<file path="src/rtl/ea_pkg.sv">
package ea_pkg;

  typedef enum logic [1:0] {
    EA_IND   = 2'd0,
    EA_BDISP = 2'd1,
    EA_BIDX  = 2'd2,
    EA_BIDXD = 2'd3
  } ea_mode_e;

  typedef struct packed {
    logic use_idx;
    logic use_disp;
    logic base_limited;
    logic idx_limited;
  } ea_ctl_t;

  function automatic ea_ctl_t ea_decode(ea_mode_e m);
    ea_ctl_t c;
    c = '0;
    case (m)
      EA_IND:   begin c.base_limited = 1'b1; end
      EA_BDISP: begin c.base_limited = 1'b1; c.use_disp = 1'b1; end
      EA_BIDX:  begin c.use_idx = 1'b1; c.idx_limited = 1'b1; end
      default:  begin c.use_idx = 1'b1; c.use_disp = 1'b1; c.idx_limited = 1'b1; end
    endcase
    return c;
  endfunction

endpackage

</file>
<file path="src/rtl/ea_regfile.sv">
module ea_regfile #(
  parameter int DW  = 32,
  parameter int NREG = 8,
  parameter int NRD = 2,
  localparam int AW = $clog2(NREG)
) (
  input  logic                    clk,
  input  logic                    we,
  input  logic [AW-1:0]           wsel,
  input  logic [DW-1:0]           wdata,
  input  logic [NRD-1:0][AW-1:0]  rsel,
  output logic [NRD-1:0][DW-1:0]  rdata
);

  logic [DW-1:0] regs [NREG];

  always_ff @(posedge clk) begin
    if (we) regs[wsel] <= wdata;
  end

  for (genvar p = 0; p < NRD; p++) begin : g_rd
    assign rdata[p] = regs[rsel[p]];
  end

endmodule

</file>
<file path="src/rtl/ea_legality.sv">
module ea_legality
  import ea_pkg::*;
#(
  parameter int AW     = 3,
  parameter int SP_NUM = 4,
  parameter int FP_NUM = 5
) (
  input  ea_ctl_t       ctl,
  input  logic [AW-1:0] base_sel,
  input  logic [AW-1:0] index_sel,
  output logic          illegal
);

  logic base_is_frame;
  logic idx_is_stack;

  always_comb begin
    base_is_frame = (base_sel == AW'(SP_NUM)) || (base_sel == AW'(FP_NUM));
    idx_is_stack  = (index_sel == AW'(SP_NUM));
    illegal = (ctl.base_limited && base_is_frame) ||
              (ctl.idx_limited && idx_is_stack);
  end

endmodule

</file>
<file path="src/rtl/ea_adder.sv">
module ea_adder
  import ea_pkg::*;
#(
  parameter int DW     = 32,
  parameter int SCW    = 2,
  parameter int NARROW = 8
) (
  input  ea_ctl_t         ctl,
  input  logic [DW-1:0]   base_val,
  input  logic [DW-1:0]   index_val,
  input  logic [SCW-1:0]  scale,
  input  logic            disp_wide,
  input  logic [DW-1:0]   disp,
  output logic [DW-1:0]   sum
);

  logic [DW-1:0] disp_ext;
  logic [DW-1:0] idx_term;
  logic [DW-1:0] disp_term;

  always_comb begin
    if (disp_wide) disp_ext = disp;
    else           disp_ext = {{(DW-NARROW){disp[NARROW-1]}}, disp[NARROW-1:0]};
    idx_term  = ctl.use_idx  ? (index_val << scale) : '0;
    disp_term = ctl.use_disp ? disp_ext : '0;
    sum       = base_val + idx_term + disp_term;
  end

endmodule

</file>
<file path="src/rtl/ea_addr_gen.sv">
module ea_addr_gen
  import ea_pkg::*;
#(
  parameter int DW     = 32,
  parameter int NREG   = 8,
  parameter int SCW    = 2,
  parameter int NARROW = 8,
  parameter int SP_NUM = 4,
  parameter int FP_NUM = 5,
  localparam int AW    = $clog2(NREG)
) (
  input  logic           clk,
  input  logic           rst,
  input  logic           wr_en,
  input  logic [AW-1:0]  wr_sel,
  input  logic [DW-1:0]  wr_data,
  input  logic           req,
  input  logic [1:0]     mode,
  input  logic [AW-1:0]  base_sel,
  input  logic [AW-1:0]  index_sel,
  input  logic [SCW-1:0] scale,
  input  logic           disp_wide,
  input  logic [DW-1:0]  disp,
  output logic           ea_valid,
  output logic [DW-1:0]  ea_addr,
  output logic           ea_illegal
);

  ea_ctl_t              ctl;
  logic [1:0][AW-1:0]   rsel;
  logic [1:0][DW-1:0]   rdata;
  logic                 bad;
  logic [DW-1:0]        sum;

  assign ctl     = ea_decode(ea_mode_e'(mode));
  assign rsel[0] = base_sel;
  assign rsel[1] = index_sel;

  ea_regfile #(.DW(DW), .NREG(NREG), .NRD(2)) u_rf (
    .clk   (clk),
    .we    (wr_en),
    .wsel  (wr_sel),
    .wdata (wr_data),
    .rsel  (rsel),
    .rdata (rdata)
  );

  ea_legality #(.AW(AW), .SP_NUM(SP_NUM), .FP_NUM(FP_NUM)) u_chk (
    .ctl       (ctl),
    .base_sel  (base_sel),
    .index_sel (index_sel),
    .illegal   (bad)
  );

  ea_adder #(.DW(DW), .SCW(SCW), .NARROW(NARROW)) u_add (
    .ctl       (ctl),
    .base_val  (rdata[0]),
    .index_val (rdata[1]),
    .scale     (scale),
    .disp_wide (disp_wide),
    .disp      (disp),
    .sum       (sum)
  );

  always_ff @(posedge clk) begin
    if (rst) begin
      ea_valid   <= 1'b0;
      ea_illegal <= 1'b0;
      ea_addr    <= '0;
    end else begin
      ea_valid <= req;
      if (req) begin
        ea_illegal <= bad;
        ea_addr    <= bad ? '0 : sum;
      end
    end
  end

  // one pulse per request
  a_r9_valid_follows: assert property (@(posedge clk) disable iff (rst)
    req |=> ea_valid);
  a_r9_valid_idle: assert property (@(posedge clk) disable iff (rst)
    !req |=> !ea_valid);
  // result holds between requests
  a_r9_hold: assert property (@(posedge clk) disable iff (rst)
    !req |=> $stable(ea_addr) && $stable(ea_illegal));
  // illegal forces a zero address
  a_r7_illegal_zero: assert property (@(posedge clk) disable iff (rst)
    ea_illegal |-> ea_addr == '0);
  // stack pointer as index in scaled modes
  a_r6_sp_index: assert property (@(posedge clk) disable iff (rst)
    (req && mode[1] && index_sel == AW'(SP_NUM)) |=> ea_illegal);
  // restricted bases in non-indexed modes
  a_r2_base_limit: assert property (@(posedge clk) disable iff (rst)
    (req && !mode[1] && (base_sel == AW'(SP_NUM) || base_sel == AW'(FP_NUM)))
    |=> ea_illegal);
  // reset clears the output stage
  a_r10_reset: assert property (@(posedge clk)
    rst |=> !ea_valid && !ea_illegal && ea_addr == '0);

endmodule

</file>
<file path="config.mk">
export PLATFORM = sky130hd
export DESIGN_NAME = ea_addr_gen
export DESIGN_NICKNAME = d
export VERILOG_FILES = /design/src/rtl/ea_pkg.sv /design/src/rtl/ea_regfile.sv /design/src/rtl/ea_legality.sv /design/src/rtl/ea_adder.sv /design/src/rtl/ea_addr_gen.sv
export SDC_FILE = /design/constraint.sdc
export NUM_CORES = 1
export LEC_CHECK = 0
export CAP_MARGIN = 20
export CORE_UTILIZATION = 40
export DETAILED_ROUTE_END_ITERATION = 10
export SLEW_MARGIN = 20
export SYNTH_ARGS = -nofsm -noshare
export SYNTH_HDL_FRONTEND = slang
export SYNTH_HIERARCHICAL = 1
export SYNTH_SLANG_ARGS = --single-unit
export TNS_END_PERCENT = 50
</file>
<file path="constraint.sdc">
create_clock -name clk -period 11.71 [get_ports clk]
set_input_delay 2.342 -clock clk [delete_from_list [all_inputs] [get_ports clk]]
set_output_delay 2.342 -clock clk [all_outputs]
set_load 0.01 [all_outputs]
</file>
=== Word-level counts from Yosys, hierarchy flattened ===
Memory sizes are Yosys's and may differ from the RTL's.
Index checks and enable logic that the tools add are counted.

* Multiplexer cells: 8
* Shift-type cells: 1
* Equality and inequality tests: 5
* Reduce and logical (&&, ||, !) cells: 7
* $add $sub $neg: 2

{| class="wikitable"
|+ Operators with widths
! operator !! number
|-
| 2-to-1 mux 32 bit || 4
|-
| adder 32 bit || 2
|-
| << shifter 32 x 2 -> 32 bit || 1
|-
| equality test 3 bit, second input constant || 3
|-
| 2-to-1 mux 1 bit || 4
|-
| OR reduction 2 bit || 2
|-
| equality test 2 x 1 -> 1 bit, second input constant || 1
|-
| equality test 2 bit, second input constant || 1
|-
| logical AND 1 bit || 2
|-
| logical NOT 2 bit || 1
|-
| logical OR 1 bit || 2
|}

* Memories: 1
* Output and inout port bits: 34
* Register bits after elaboration: 34
* Memory bits (writable): 256
* Word-level logic and storage cells: 27

{| class="wikitable"
|+ Memories
! memory !! depth !! bits a word !! read ports !! clocked after memory_dff !! write ports !! line !! RTL
|-
| u_rf.regs || 8 || 32 || 2 || 0 || 1 || ea_regfile.sv:15 || <nowiki>logic [DW-1:0] regs [NREG];</nowiki>
|}

=== Logic depth before layout (Yosys ltp) ===
* Depth after elaboration: 6
* Mapped depth: 18
* Depth with buffers taken out: 16

=== Cells and area by module ===
The synthesis kept the hierarchy.

{| class="wikitable"
|+ By module, submodules not included
! module !! seq. area each (µm²) !! instances !! cells each !! area an instance (µm²)
|-
| ea_regfile || 7687.4 || 1 || 497 || 11898.9
|-
| ea_adder || 0.0 || 1 || 420 || 3632.2
|-
| ea_addr_gen || 680.7 || 1 || 150 || 1400.1
|-
| ea_legality || 0.0 || 1 || 3 || 23.8
|}

=== Least setup slack after synthesis ===
Ideal clock, no wire load.

* Kind: in2reg
* Start point: input index_sel[0]
* End point: register ea_addr[24]
* Path buffers: 3
* Data arrival time: 6.395 ns
* Required time: 11.640 ns
* Setup slack: 5.245 ns
* Cell stages on the path: 17
* Library setup time: 0.070 ns
* Cells stage by stage: buf_6 -> buf_6 -> mux4_1 -> mux2_2 -> mux4_2 -> and2_1 -> fa_1 -> ha_1 -> buf_6 -> a21o_1 -> a221o_1 -> a21oi_4 -> a21oi_2 -> or2_4 -> a311oi_2 -> nand3b_1 -> a21oi_1

{| class="wikitable"
|+ RTL lines
! item !! line !! RTL
|-
| start: declaration || ea_addr_gen.sv:20 || <nowiki>input logic [AW-1:0] index_sel,</nowiki>
|-
| end signal: assignment || ea_addr_gen.sv:74 || <nowiki>ea_addr <= bad ? '0 : sum;</nowiki>
|-
| end: declaration || ea_addr_gen.sv:25 || <nowiki>output logic [DW-1:0] ea_addr,</nowiki>
|}

==> impl_metrics.yaml <==
cells_and_area:
  multi_input_area_um2: 8130
  drive_gt1_frac: 0.194
  syn2layout_area_growth_pct: 14.9
  seq_area_um2: 8370
  fill_cells: 3617
  nets: 1305
synthesis:
  synth_mux_area_frac: 0.270
  synth-simple-area-share: 0.0680
  synth_common_cells: "edfxtp_1, mux4_1, mux4_2"
  synth_edf_count: 256
  synth.most_common_cell: "edfxtp_1"
  synth_top_family_by_area: "multiplexers"
  synth_area_um2: 17000
  synth_cell_type_count: 52
  seq_area_frac_synth: 0.494
  synth_fa_ha_area_frac: 0.0599
  synth_warnings: 6
  synthesis.instances: 1070
  synthFlopType: "edfxtp_1"
  synth_area_leaders: "edfxtp_1, mux4_1, mux4_2"
  synth_nets: 1214
  ys_ff_latch: 290
  yosysTopAreaCellShare: 0.453
  yosysTopAreaCell: "edfxtp_1"
  async_flop_share: 0
  synth_xor_area_frac: 0.0155
  synth_compound_area_frac: 0.0629
  syn_area_per_cell_um2: 15.8
power_and_ir_drop:
  power.leakage_uw: 0.00665
  p_per_area_nw_per_um2: 147
  ir_drop_mv: 0.108
global_route:
  grtUsageMet1: 0.268
  use_met2: 0.304
  grt_busiest_layer: "met2"
  grt.total_usage: 0.189
  grt_max_degree: 67
  grt_pass1_wl_mm: 61.7
  use_met3: 0.0334
  grt-ovfl-total: 0
  grt_antenna_before_repair: 3
  first_global_vias: 10200
flow_run:
  drv_cap: 0
timing:
  tns_ns: 0
  finalCriticalPeriod_ns: 7.29
  hold_ws_ns: 0.468
  maxSlewHeadroom: 0.334
  rsz0062_at_grt: "false"
  drv_slew: 0
  finClkSkew_ns: 0.00992
  setup_viol: 0
  hold_violations: 0
  timing.fmax_mhz: 137
  tightest_slew_ns: 0.998
  fin_crit_sh: 0.623
clock_tree:
  post_cts_buffers: 0
  htreeDepth: 1
  numCtsBuffers: 31
  cts-root-buf: "clkbuf_16"
  insertion_delay_ns: 0.57
  cts_resized: 0
  cts_buffer_depth: 3
  cts_tree: "built"
  clk_pin_slew_ns: 0.06
  cts_hold_buf: 0
  clkSinkCount: 290
status:
  outcome: "completed"
setup_path:
  cp_max_fo: 49
  endpoint_kind: "flip-flop"
  startpoint_type: "input pin"
  arrival_ns: 7.79
  critPathKind: "input pin to flip-flop"
  required_ns: 12.21
  ff2ff_setup_slack_ns: 7.09
hold_path:
  holdCritPathClass: "flip-flop to flip-flop"
place:
  port_buffers: 115
  place_congestion: 0.860
  dp_hpwl_mm: 26.2
detailed_routing:
  dr.pass1.iters: 5
  wire_per_inst_um: 23.8
  vias: 10000
  drt_wl_total_mm: 41.1
  via_per_inst: 5.81
  drc_errors: 0
  initialDrtViolationCount: 948
  detail-route-antenna-nets: 0
floorplan:
  start_util: 0.405
  fp.dieArea_um2: 43200
  die_w_um: 208
  boundaryPins: 116
  rows: 75
  die_height_um: 208
  core_um2: 41900
routing by layer:
metal | share of wire | up-vias
li1 | - | 4538
met1 | 0.46 | 5129
met2 | 0.46 | 306
met3 | 0.066 | 48
met4 | 0.014 | 4
met5 | 0.00066 | -
stage by stage:
stage | power [uW] | area [um2] | utilization | setup WS, ns | std cells
2_1_floorplan | 1720 | 17000 | - | 5.24 | 1070
3_3_place_gp | 1940 | 18500 | 0.442 | 3.94 | 1667
3_5_place_dp | 1940 | 18500 | 0.442 | 3.81 | 1667
4_1_cts | 2890 | 19500 | 0.466 | 4.38 | 1723
5_1_grt | 3000 | 19500 | 0.466 | 4.12 | 1723
6_report | 2870 | 19500 | 0.466 | 4.42 | 1724
worst max-delay path, stage by stage:
cell and delay (ns):
buf_4 0.29, buf_4 0.78, mux4_1 0.65, mux2_2 0.34, mux4_2 0.46, and2_1 0.18, fa_1 0.46, ha_1 0.37
a2111oi_0 0.48, o21ai_1 0.27, a21oi_4 0.24, a21oi_2 0.11, or2_4 0.25, a311oi_2 0.23, nand3b_1 0.10, a21oi_1 0.17
placed cells by master, fill, tap and decap left out, types with 12 or more instances in the layout:
cell             instances
nand2_1                 56
inv_1                   15
nand3b_1                34
clkbuf_16               31
buf_4                   22
nor2_1                  12
ha_1                    30
mux2_2                  66
mux4_1                  80
dfxtp_1                 34
a21oi_1                 60
and2_1                  33
fa_1                    32
mux4_2                  76
a21boi_0                27
clkdlybuf4s50_1        107
nand2b_1                36
xnor2_1                 19
o211ai_1                12
edfxtp_1               256
o21ai_0                 21
power breakdown:
part	leakage (uW)	switching, uW	internal (uW)
clock network	0.000483	400	549
logic	0.00356	382	337
registers	0.00260	23.6	1180
total	0.00665	805	2070
final timing paths:
| path | start | end | cells after the start |
|---|---|---|---|
| max | index_sel[0] | ea_addr[24]$_SDFFE_PP0P_ | 16 |
| min | ea_addr[4]$_SDFFE_PP0P_ | ea_addr[4]$_SDFFE_PP0P_ | 2 |
| max reg2reg | u_rf/regs[0][7]$_DFFE_PP_ | ea_addr[24]$_SDFFE_PP0P_ | 14 |
| min reg2reg | ea_addr[4]$_SDFFE_PP0P_ | ea_addr[4]$_SDFFE_PP0P_ | 2 |
cell families (layout without fill, tap and decap cells):
family          Yosys count  in the layout
simple gates            208            208
mux                     224            224
xor+xnor                 30             30
flops                   290            290
fa+ha+maj                62             62
other cells               0              1
compound gates          164            164
buf+inv                  92            206
final cells by class:
type	count	share of cell area
diodes	1	0.000128
repair buffers	135	0.0650
clock buffers	33	0.0402
well taps	539	0.0346
inverters	15	0.00289
clock inverters	23	0.0105
flip-flops and latches	290	0.429
multi-input cells	688	0.417
sequential cells by signal (all words and copies together) (netlist names):
name        flops
ea_illegal      1
ea_valid        1
ea_addr        32
u_rf/regs     256
(Power assumes the default switching activity.)
